<file path="config.mk">
export PLATFORM = sky130hd
export DESIGN_NAME = scl_clkgen
export DESIGN_NICKNAME = d
export VERILOG_FILES = /design/src/rtl/scl_gen_pkg.sv /design/src/rtl/scl_period_calc.sv /design/src/rtl/scl_phase_seq.sv /design/src/rtl/scl_mid_strobe.sv /design/src/rtl/scl_clkgen.sv
export SDC_FILE = /design/constraint.sdc
export NUM_CORES = 1
export LEC_CHECK = 0
export CORE_MARGIN = 1
export CORE_UTILIZATION = 59
export DETAILED_ROUTE_END_ITERATION = 8
export DONT_BUFFER_PORTS = 1
export PLACE_DENSITY = 0.87
export SYNTH_ARGS = -nofsm -noshare
export SYNTH_HDL_FRONTEND = slang
export SYNTH_SLANG_ARGS = --single-unit
export TNS_END_PERCENT = 100
</file>
<file path="constraint.sdc">
create_clock -name clk -period 3.38 [get_ports clk]
set_input_delay 0.338 -clock clk [delete_from_list [all_inputs] [get_ports clk]]
set_output_delay 0.338 -clock clk [all_outputs]
set_load 0.03 [all_outputs]
</file>
<file path="src/rtl/scl_gen_pkg.sv">
package scl_gen_pkg;
   localparam int unsigned CTL_W      = 16;
   localparam int unsigned FAST_BIT   = 15;
   localparam int unsigned DUTY_BIT   = 14;
   localparam int unsigned STD_FLOOR  = 4;
   localparam int unsigned FAST_FLOOR = 1;

   typedef enum logic [1:0] {
      PH_IDLE = 2'd0,
      PH_LOW  = 2'd1,
      PH_RISE = 2'd2,
      PH_HIGH = 2'd3
   } scl_phase_e;
endpackage

</file>
<file path="src/rtl/scl_period_calc.sv">
module scl_period_calc
   import scl_gen_pkg::*;
#(
   parameter int unsigned DIV_W     = 12,
   parameter int unsigned RISE_W    = 6,
   parameter int unsigned LEN_W     = DIV_W + 5,
   parameter int unsigned MUL_STYLE = 0
) (
   input  logic              clk,
   input  logic              rst_n,
   input  logic              capture,
   input  logic [CTL_W-1:0]  ctl_word,
   input  logic [RISE_W-1:0] rise_in,
   output logic [LEN_W-1:0]  low_len,
   output logic [LEN_W-1:0]  high_len,
   output logic [LEN_W-1:0]  rise_len
);
   initial begin : elab_chk
      assert (DIV_W >= 3 && DIV_W <= DUTY_BIT) else $fatal(1, "DIV_W out of range");
      assert (LEN_W >= DIV_W + 5) else $fatal(1, "LEN_W too narrow");
      assert (RISE_W <= LEN_W) else $fatal(1, "RISE_W wider than LEN_W");
   end

   logic              fast_sel, duty_sel;
   logic [LEN_W-1:0]  div_raw, floor_val, d_eff;
   logic [LEN_W-1:0]  low_next, high_next;
   logic              fast_q, duty_q;

   assign fast_sel  = ctl_word[FAST_BIT];
   assign duty_sel  = ctl_word[DUTY_BIT];
   assign div_raw   = LEN_W'(ctl_word[DIV_W-1:0]);
   assign floor_val = fast_sel ? LEN_W'(FAST_FLOOR) : LEN_W'(STD_FLOOR);
   assign d_eff     = (div_raw < floor_val) ? floor_val : div_raw;

   generate
      if (DIV_W < DUTY_BIT) begin : g_spare
         logic unused_spare;
         assign unused_spare = ^ctl_word[DUTY_BIT-1:DIV_W];
      end

      if (MUL_STYLE == 0) begin : g_shift_add
         always_comb begin
            if (!fast_sel) begin
               low_next  = d_eff;
               high_next = d_eff;
            end else if (!duty_sel) begin
               low_next  = d_eff << 1;
               high_next = d_eff;
            end else begin
               low_next  = d_eff << 4;
               high_next = (d_eff << 3) + d_eff;
            end
         end
      end else begin : g_multiply
         always_comb begin
            if (!fast_sel) begin
               low_next  = d_eff;
               high_next = d_eff;
            end else if (!duty_sel) begin
               low_next  = LEN_W'(2) * d_eff;
               high_next = d_eff;
            end else begin
               low_next  = LEN_W'(16) * d_eff;
               high_next = LEN_W'(9) * d_eff;
            end
         end
      end
   endgenerate

   always_ff @(posedge clk) begin
      if (!rst_n) begin
         low_len  <= LEN_W'(STD_FLOOR);
         high_len <= LEN_W'(STD_FLOOR);
         rise_len <= LEN_W'(1);
         fast_q   <= 1'b0;
         duty_q   <= 1'b0;
      end else if (capture) begin
         low_len  <= low_next;
         high_len <= high_next;
         rise_len <= LEN_W'(rise_in);
         fast_q   <= fast_sel;
         duty_q   <= duty_sel;
      end
   end

   // standard mode keeps a symmetric clock at or above the floor
   a_r6_std_floor: assert property (@(posedge clk) disable iff (!rst_n)
      !fast_q |-> (low_len >= LEN_W'(STD_FLOOR)) && (high_len == low_len));
   // fast mode, ratio 2:1
   a_r4_ratio_two: assert property (@(posedge clk) disable iff (!rst_n)
      (fast_q && !duty_q) |-> (low_len == (high_len << 1)) && (high_len != '0));
   // fast mode, ratio 16:9
   a_r5_ratio_16_9: assert property (@(posedge clk) disable iff (!rst_n)
      (fast_q && duty_q) |-> ((low_len >> 4) == (high_len / LEN_W'(9))) && (high_len != '0));
endmodule

</file>
<file path="src/rtl/scl_phase_seq.sv">
module scl_phase_seq
   import scl_gen_pkg::*;
#(
   parameter int unsigned LEN_W = 17
) (
   input  logic             clk,
   input  logic             rst_n,
   input  logic             enable,
   input  logic             start_req,
   input  logic             stop_req,
   input  logic             scl_in,
   input  logic [LEN_W-1:0] low_len,
   input  logic [LEN_W-1:0] high_len,
   input  logic [LEN_W-1:0] rise_len,
   output scl_phase_e       phase,
   output logic [LEN_W-1:0] cnt
);
   logic             stop_pend;
   logic             rise_met;
   logic             low_last, high_last;
   logic [LEN_W-1:0] cnt_inc;

   assign cnt_inc   = cnt + LEN_W'(1);
   assign rise_met  = cnt_inc >= rise_len;
   assign low_last  = cnt == (low_len - LEN_W'(1));
   assign high_last = cnt == (high_len - LEN_W'(1));

   always_ff @(posedge clk) begin
      if (!rst_n || !enable) begin
         phase     <= PH_IDLE;
         cnt       <= '0;
         stop_pend <= 1'b0;
      end else begin
         unique case (phase)
            PH_IDLE: begin
               stop_pend <= 1'b0;
               cnt       <= '0;
               if (start_req) phase <= PH_LOW;
            end
            PH_LOW: begin
               if (stop_req) stop_pend <= 1'b1;
               if (low_last) begin
                  phase <= PH_RISE;
                  cnt   <= '0;
               end else begin
                  cnt <= cnt_inc;
               end
            end
            PH_RISE: begin
               if (stop_req) stop_pend <= 1'b1;
               if (rise_met && scl_in) begin
                  phase <= PH_HIGH;
                  cnt   <= '0;
               end else if (!rise_met) begin
                  cnt <= cnt_inc;
               end
            end
            PH_HIGH: begin
               if (high_last) begin
                  cnt <= '0;
                  if (stop_pend || stop_req) begin
                     phase     <= PH_IDLE;
                     stop_pend <= 1'b0;
                  end else begin
                     phase <= PH_LOW;
                  end
               end else begin
                  cnt <= cnt_inc;
                  if (stop_req) stop_pend <= 1'b1;
               end
            end
            default: phase <= PH_IDLE;
         endcase
      end
   end

   // a new low phase follows only a start request or a completed high phase
   a_r2_low_entry: assert property (@(posedge clk) disable iff (!rst_n)
      (phase == PH_LOW && $past(phase) != PH_LOW) |->
         ($past(start_req) || $past(phase) == PH_HIGH));
   // a low line keeps the generator out of the high count
   a_r8_hold_blocks_high: assert property (@(posedge clk) disable iff (!rst_n)
      (phase == PH_RISE && !scl_in && enable) |=> phase != PH_HIGH);
   // the low-phase counter stays inside the programmed length
   a_r3_low_bounded: assert property (@(posedge clk) disable iff (!rst_n)
      phase == PH_LOW |-> cnt < low_len);
   // a pending stop ends the run when the high phase completes
   a_r10_stop_to_idle: assert property (@(posedge clk) disable iff (!rst_n)
      (phase == PH_HIGH && stop_pend && high_last && enable) |=> phase == PH_IDLE);
endmodule

</file>
<file path="src/rtl/scl_mid_strobe.sv">
module scl_mid_strobe
   import scl_gen_pkg::*;
#(
   parameter int unsigned LEN_W = 17
) (
   input  logic             clk,
   input  logic             rst_n,
   input  scl_phase_e       phase,
   input  logic [LEN_W-1:0] cnt,
   input  logic [LEN_W-1:0] low_len,
   input  logic [LEN_W-1:0] high_len,
   output logic             change_stb,
   output logic             sample_stb
);
   logic [LEN_W-1:0] low_mid, high_mid;

   assign low_mid    = low_len >> 1;
   assign high_mid   = high_len >> 1;
   assign change_stb = (phase == PH_LOW)  && (cnt == low_mid);
   assign sample_stb = (phase == PH_HIGH) && (cnt == high_mid);

   // the two strobes never coincide
   a_r9_strobes_apart: assert property (@(posedge clk) disable iff (!rst_n)
      !(change_stb && sample_stb));
   // a strobe is a single-cycle pulse
   a_r9_single_pulse: assert property (@(posedge clk) disable iff (!rst_n)
      (change_stb || sample_stb) |=> !(change_stb || sample_stb));
endmodule

</file>
<file path="src/rtl/scl_clkgen.sv">
module scl_clkgen
   import scl_gen_pkg::*;
#(
   parameter int unsigned DIV_W     = 12,
   parameter int unsigned RISE_W    = 6,
   parameter int unsigned MUL_STYLE = 0
) (
   input  logic              clk,
   input  logic              rst_n,
   input  logic              enable,
   input  logic [15:0]       ctl_word,
   input  logic [RISE_W-1:0] rise_time,
   input  logic              start_req,
   input  logic              stop_req,
   input  logic              scl_in,
   output logic              scl_pull_low,
   output logic              sda_change_stb,
   output logic              sda_sample_stb
);
   localparam int unsigned LEN_W = DIV_W + 5;

   scl_phase_e       phase;
   logic [LEN_W-1:0] cnt;
   logic [LEN_W-1:0] low_len, high_len, rise_len;
   logic             capture;

   assign capture      = phase == PH_IDLE;
   assign scl_pull_low = phase == PH_LOW;

   scl_period_calc #(
      .DIV_W(DIV_W), .RISE_W(RISE_W), .LEN_W(LEN_W), .MUL_STYLE(MUL_STYLE)
   ) u_calc (
      .clk(clk), .rst_n(rst_n), .capture(capture),
      .ctl_word(ctl_word), .rise_in(rise_time),
      .low_len(low_len), .high_len(high_len), .rise_len(rise_len)
   );

   scl_phase_seq #(.LEN_W(LEN_W)) u_seq (
      .clk(clk), .rst_n(rst_n), .enable(enable),
      .start_req(start_req), .stop_req(stop_req), .scl_in(scl_in),
      .low_len(low_len), .high_len(high_len), .rise_len(rise_len),
      .phase(phase), .cnt(cnt)
   );

   scl_mid_strobe #(.LEN_W(LEN_W)) u_stb (
      .clk(clk), .rst_n(rst_n), .phase(phase), .cnt(cnt),
      .low_len(low_len), .high_len(high_len),
      .change_stb(sda_change_stb), .sample_stb(sda_sample_stb)
   );

   // disable releases the line on the next cycle
   a_r12_disable_release: assert property (@(posedge clk) disable iff (!rst_n)
      !enable |=> !scl_pull_low);
   // the change strobe only appears while the line is pulled low
   a_r9_change_in_low: assert property (@(posedge clk) disable iff (!rst_n)
      sda_change_stb |-> scl_pull_low);
   // an idle, disabled generator keeps the line released
   a_r1_released_when_off: assert property (@(posedge clk) disable iff (!rst_n)
      (!enable && !$past(enable)) |-> !scl_pull_low);
endmodule

</file>
# Word-level counts from Yosys, hierarchy flattened
# Index checks and enable logic that the tools add are counted.
[op_classes] add_sub_neg=4 magnitude_cmp=2 eq_ne=13 muxes=21 n_reduce_logical=10
[op_table] op="$mux 17" count=9
[op_table] op="$pmux 17 s4" count=1
[op_table] op="$eq 17x16->1" count=2
[op_table] op="$eq 17x17->1" count=2
[op_table] op="$sub 17x1->17 const B" count=2
[op_table] op="$add 17x1->17 const B" count=1
[op_table] op="$add 17x17->17" count=1
[op_table] op="$ge 17x6->1" count=1
[op_table] op="$lt 12x17->1" count=1
[op_table] op="$mux 2" count=4
[op_table] op="$pmux 2 s4" count=1
[op_table] op="$ne 2x1->1 const B" count=3
[op_table] op="$ne 3x3->1 const B" count=2
[op_table] op="$eq 2x2->1 const B" count=2
[op_table] op="$mux 1" count=4
[op_table] op="$reduce_and 4->1" count=1
[op_table] op="$logic_and 1x1->1" count=3
[op_table] op="$mux 3" count=1
[op_table] op="$pmux 1 s3" count=1
[op_table] op="$eq 2x1->1 const B" count=1
[op_table] op="$logic_not 1->1" count=2
[op_table] op="$logic_not 2->1" count=1
[op_table] op="$logic_or 1x1->1" count=2
[op_table] op="$ne 2x2->1 const B" count=1
[op_table] op="$reduce_or 2->1" count=1
[totals] regBits=60 in_bits=28 out_inout_bits=3 word_cells=56

# Logic depth before layout (Yosys ltp)
[logic_depth] word_depth=6 mapped_depth=17 depth_no_buf=17

# By module
# From an unflattened synthesis, not the netlist that was laid out.
[unflattened] hier_cells=726 area_unflattened_um2=5740.5
[modules_own_cells] mod="scl_phase_seq" instances=1 cells_each=388 area_each_um2=2909.0 seq_area_each_um2=400.4
[modules_own_cells] mod="scl_period_calc" instances=1 cells_each=292 area_each_um2=2413.6 seq_area_each_um2=760.7
[modules_own_cells] mod="scl_mid_strobe" instances=1 cells_each=44 area_each_um2=405.4 seq_area_each_um2=0.0
[modules_own_cells] mod="scl_clkgen" instances=1 cells_each=2 area_each_um2=12.5 seq_area_each_um2=0.0

# Worst setup path before layout
# Ideal clock, no wire load.
[synth_path] path_type="in2reg" from="in ctl_word[10]" to="reg u_calc.high_len[11]" setup_ns=0.091 arrival_time_ns=3.169 required_time_ns=3.289 setup_slack_ns=0.120 stages=17 path_buffers=1 path_cell_list="clkbuf_1 -> nor4_1 -> nand4_1 -> nor2_1 -> a21oi_1 -> inv_1 -> ha_1 -> inv_1 -> fa_1 -> nor2b_1 -> o21ai_0 -> a21oi_1 -> o21ai_0 -> a21oi_1 -> xnor2_1 -> or3_1 -> a311oi_1"
[synth_via] elab_chain_len=5
[synth_rtl] element="start, declared" line_no="scl_clkgen.sv:11" text="input logic [15:0] ctl_word,"
[synth_rtl] element="$lt 12x17->1" line_no="scl_period_calc.sv:33" text="assign d_eff = (div_raw < floor_val) ? floor_val : div_raw;"
[synth_rtl] element="$mux 17" line_no="scl_period_calc.sv:33"
[synth_rtl] element="via u_calc.d_eff[0]" line_no="scl_period_calc.sv:25" text="logic [LEN_W-1:0] div_raw, floor_val, d_eff;"
[synth_rtl] element="$add 17x17->17" line_no="scl_period_calc.sv:51" text="high_next = (d_eff << 3) + d_eff;"
[synth_rtl] element="$mux 17" line_no="scl_period_calc.sv:46" text="end else if (!duty_sel) begin"
[synth_rtl] element="$mux 17" line_no="scl_period_calc.sv:43" text="if (!fast_sel) begin"
[synth_rtl] element="end signal, assigned" line_no="scl_period_calc.sv:73" text="high_len <= LEN_W'(STD_FLOOR);"
[synth_rtl] element="end signal, assigned" line_no="scl_period_calc.sv:79" text="high_len <= high_next;"
[synth_rtl] element="end, declared" line_no="scl_period_calc.sv:15" text="output logic [LEN_W-1:0] high_len,"
# The timed path passes the listed nets, and every way through them passes these cells.
# A chain may end at the register's enable or synchronous reset.

# Final worst setup path
[layout_path] from="reg u_calc.high_len[3]" to="reg u_seq.cnt[9]"
[layout_via] elab_chain_len=4
[layout_rtl] element="$sub 17x1->17" line_no="scl_phase_seq.sv:26" text="assign high_last = cnt == (high_len - LEN_W'(1));"
[layout_rtl] element="$eq 17x17->1" line_no="scl_phase_seq.sv:26"
[layout_rtl] element="$mux 17" line_no="scl_phase_seq.sv:59" text="if (high_last) begin"
[layout_rtl] element="$pmux 17 s4" line_no="scl_phase_seq.sv:34" text="unique case (phase)"
[layout_rtl] element="end signal, assigned" line_no="scl_phase_seq.sv:46" text="cnt <= cnt_inc;"
[layout_rtl] element="end signal, assigned" line_no="scl_phase_seq.sv:55" text="cnt <= cnt_inc;"
[layout_rtl] element="end signal, assigned" line_no="scl_phase_seq.sv:68" text="cnt <= cnt_inc;"
[layout_rtl] element="end, declared" line_no="scl_phase_seq.sv:16" text="output logic [LEN_W-1:0] cnt"
# Every way passes these cells.

==> flow_summary.json <==
{
  "outcome": "finished, final reports clean",
  "io_pins": 31,
  "cp_cell_sequence": "or4_1 -> or4b_1 -> a222oi_1 -> o2111ai_2 -> a2111oi_4 -> o2bb2ai_4 -> buf_12 -> o2111ai_1 -> nand3_1",
  "avgSynthCellArea_um2": 7.44,
  "grt_pass1_vias": 5510,
  "reg2reg_slack_ps": 200,
  "grt_util_met3_pct": 5.80,
  "rsz0062_at_grt": "no",
  "fp-row-count": 34,
  "drive_gt1_share_pct": 13.3,
  "synth_edf_count": 0,
  "cts.sinks": 58,
  "routedWlPerCell_um": 18.8,
  "final_nets": 770,
  "crit_slowest_cell": "or4_1",
  "seq_area_um2": 1160,
  "setup.worst_path.start_class": "flip-flop",
  "hold_viol_final": 0,
  "final_cell_area_um2": 5970,
  "min_period_over_period_pct": 94.0,
  "cp_slowest_stage_delay_ps": 550,
  "clock_skew_ps": 10.3,
  "dr.pass1.iters": 5,
  "clk_pin_slew_ps": 80,
  "hpwl_um": 11000,
  "ir_drop_uv": 248,
  "portBuffers": 0,
  "ys_ff_latch": 58,
  "start_util_pct": 61.5,
  "dieArea_um2": 9570,
  "min_from": "rst_n",
  "vias": 5599,
  "synth_nets": 780,
  "multi_input_area_um2": 3920,
  "drcViolationCount": 0,
  "via_per_inst": 6.74,
  "antenna_found_initial": 0,
  "overflow": 0,
  "dpl.cell_count": 814,
  "netlist_top_cells_area": "dfxtp_1 21%, xnor2_1 10%, ha_1 5.3%",
  "grt_max_degree": 46,
  "cts_tree": "yes",
  "holdWs_ps": 49.5,
  "die_w_um": 97.8,
  "layout_min_cycle_time_ps": 3180,
  "min_to": "u_calc.rise_len[0]$_SDFFE_PN1N_",
  "grt-busiest-layer": "met2",
  "cts_htree_levels": 3,
  "ant_nets": 0,
  "synthArstFlopShare_pct": 0,
  "worstHoldPathCells": 1,
  "cts_made_buffers": 9,
  "synth_cells": 728,
  "worstSetupEndpointType": "flip-flop",
  "fmax_ghz": 0.315,
  "drv_slew": 0,
  "path_class": "flip-flop to flip-flop",
  "reg2reg_from": "u_calc.high_len[3]$_SDFFE_PN0N_",
  "post_dp_cell_area_um2": 5680,
  "fillers": 682,
  "r2r-end": "u_seq.cnt[9]$_SDFFE_PP0P_",
  "globalplace.congestion": 0.930,
  "setup_violations": 0,
  "leakage_uw": 0.00232,
  "clock_path_buffers": 2,
  "crit_arrival_ps": 3400,
  "grt.met1_usage_pct": 40.1,
  "worst_pin_slew_ps": 1000,
  "crit_required_ps": 3600,
  "track_usage_pct": 33.1,
  "insertion_delay_ps": 350,
  "yosysWarnings": 0,
  "drt_iter0_drc": 442,
  "synth.top_cells.by_count": "68 x nor2_1, 62 x xnor2_1, 61 x clkbuf_1",
  "n_antenna_cell": 0,
  "synth.distinct_cells": 67,
  "totalWireLength_um": 15600,
  "clockRootBuffer": "clkbuf_8",
  "core_area_um2": 8810,
  "slew_headroom_pct": 33.0,
  "synth_most_common_cell": "nor2_1",
  "critical_path.max_fanout": 8,
  "synth-seq-area-share_pct": 21.4,
  "pwr_density_cell_nw_per_um2": 335,
  "synth_top_flop_cell": "dfxtp_1",
  "reg2reg_depth": 9,
  "synth_area_um2": 5420,
  "maxCapViolations": 0,
  "die_h_um": 97.8,
  "synth_top_area_share_pct": 21.4,
  "final_cell_count_no_fill": 831,
  "grt_pass1_wl_um": 25800,
  "use_met2_pct": 54.8,
  "synthToLayoutAreaGrowth_pct": 10.3,
  "holdCritPathClass": "primary input to flip-flop",
  "yosys.area.top_type": "dfxtp_1"
}
[metal layers]
layer,part of all wire (%),vias up
met2,47,258
met4,3.9,0
met1,41,2666
met5,0,-
met3,7.8,60
li1,-,2615
[worst max-delay path: cells and delay by family (launching register included)]
kind / cells / cell delay (ps)
buffers and inverters: 1 / 180
AOI/OAI and AO/OA: 5 / 1380
DFF: 1 / 310
and+or+nand+nor: 3 / 1180
[stage by stage]
stage               TNS, ps  setup WS, ps  total power, uW  utilization, %
floorplan                 0           120             1190               -
global placement      -4.01         -4.01             1280            64.5
detailed placement     -254          -105             1310            64.5
CTS                       0          44.6             1970            66.8
global route              0          25.1             2090            67.8
finish                    0           204             2000            67.8
[power by group]
part / switching [uW] / total [uW] / leakage [uW] / internal (uW)
logic: 287 / 533 / 0.00175 / 247
clock network: 313 / 673 / 0.0000945 / 360
registers: 69.8 / 794 / 0.000477 / 724
total: 670 / 2000 / 0.00232 / 1330
[what timing repair did]
item                                    in CTS  in global routing
endpoints found under the setup margin       0                 22
resized for setup                            0                 18
setup buffers                                0                  1
hold buffers                                 0                  0
[flip-flops by register name, summed over array words and instances, names as in the netlist]
| signal | count |
|---|---|
| u_seq.cnt | 17 |
| u_calc.rise_len | 6 |
| u_seq.stop_pend | 1 |
| u_calc.high_len | 16 |
| u_seq.phase | 2 |
| u_calc.low_len | 16 |
[area by class of cell]
cell class                 instances  share of cell area (%)
timing repair buffer              53                    7.08
tap                              108                    2.26
multi-input combinational        561                    65.6
clock inverter                     6                    1.11
clock buffer                      10                    2.30
inverter                          35                    2.20
sequential                        58                    19.5
[kinds of logic after synthesis]
kind of cell	synth area share, %
flops	21.4
compound gates	21.3
fa+ha+maj	5.87
buf+inv	7.79
xor+xnor	12.8
mux	4.46
simple gates	26.4
[cells in the final DEF, fill, tap and decap left out, types with 6 or more instances in the layout]
master,netlist,routed
clkbuf_8,0,10
nor2b_1,7,7
ha_1,23,21
nand3_1,28,28
o21ai_0,18,16
inv_1,35,35
mux2i_1,23,23
dfxtp_1,58,57
o211ai_1,14,14
a31oi_1,8,7
a211oi_1,7,7
nor4_1,12,10
o2111ai_1,26,25
nand2b_1,9,9
or3_1,6,6
nand4_1,20,20
a311oi_1,7,7
nand2_1,51,51
xor2_1,17,17
a21oi_1,34,32
xnor2_1,62,62
and3_1,12,12
buf_4,0,51
nor2_1,68,67
nor3_1,26,25
[worst max-delay path by stage]
| stage | cells after the start | end | start |
|---|---|---|---|
| floorplan | 17 | u_calc.high_len[11]$_SDFFE_PN0N_ | ctl_word[10] |
| global placement | 17 | u_calc.high_len[11]$_SDFFE_PN0N_ | ctl_word[2] |
| detailed placement | 17 | u_calc.high_len[13]$_SDFFE_PN0N_ | ctl_word[2] |
| CTS | 12 | u_seq.cnt[9]$_SDFFE_PP0P_ | u_calc.high_len[0]$_SDFFE_PN0N_ |
| global route | 17 | u_calc.high_len[11]$_SDFFE_PN0N_ | ctl_word[2] |
| finish | 9 | u_seq.cnt[9]$_SDFFE_PP0P_ | u_calc.high_len[3]$_SDFFE_PN0N_ |
No activity file was read; power rests on OpenSTA's default activity.
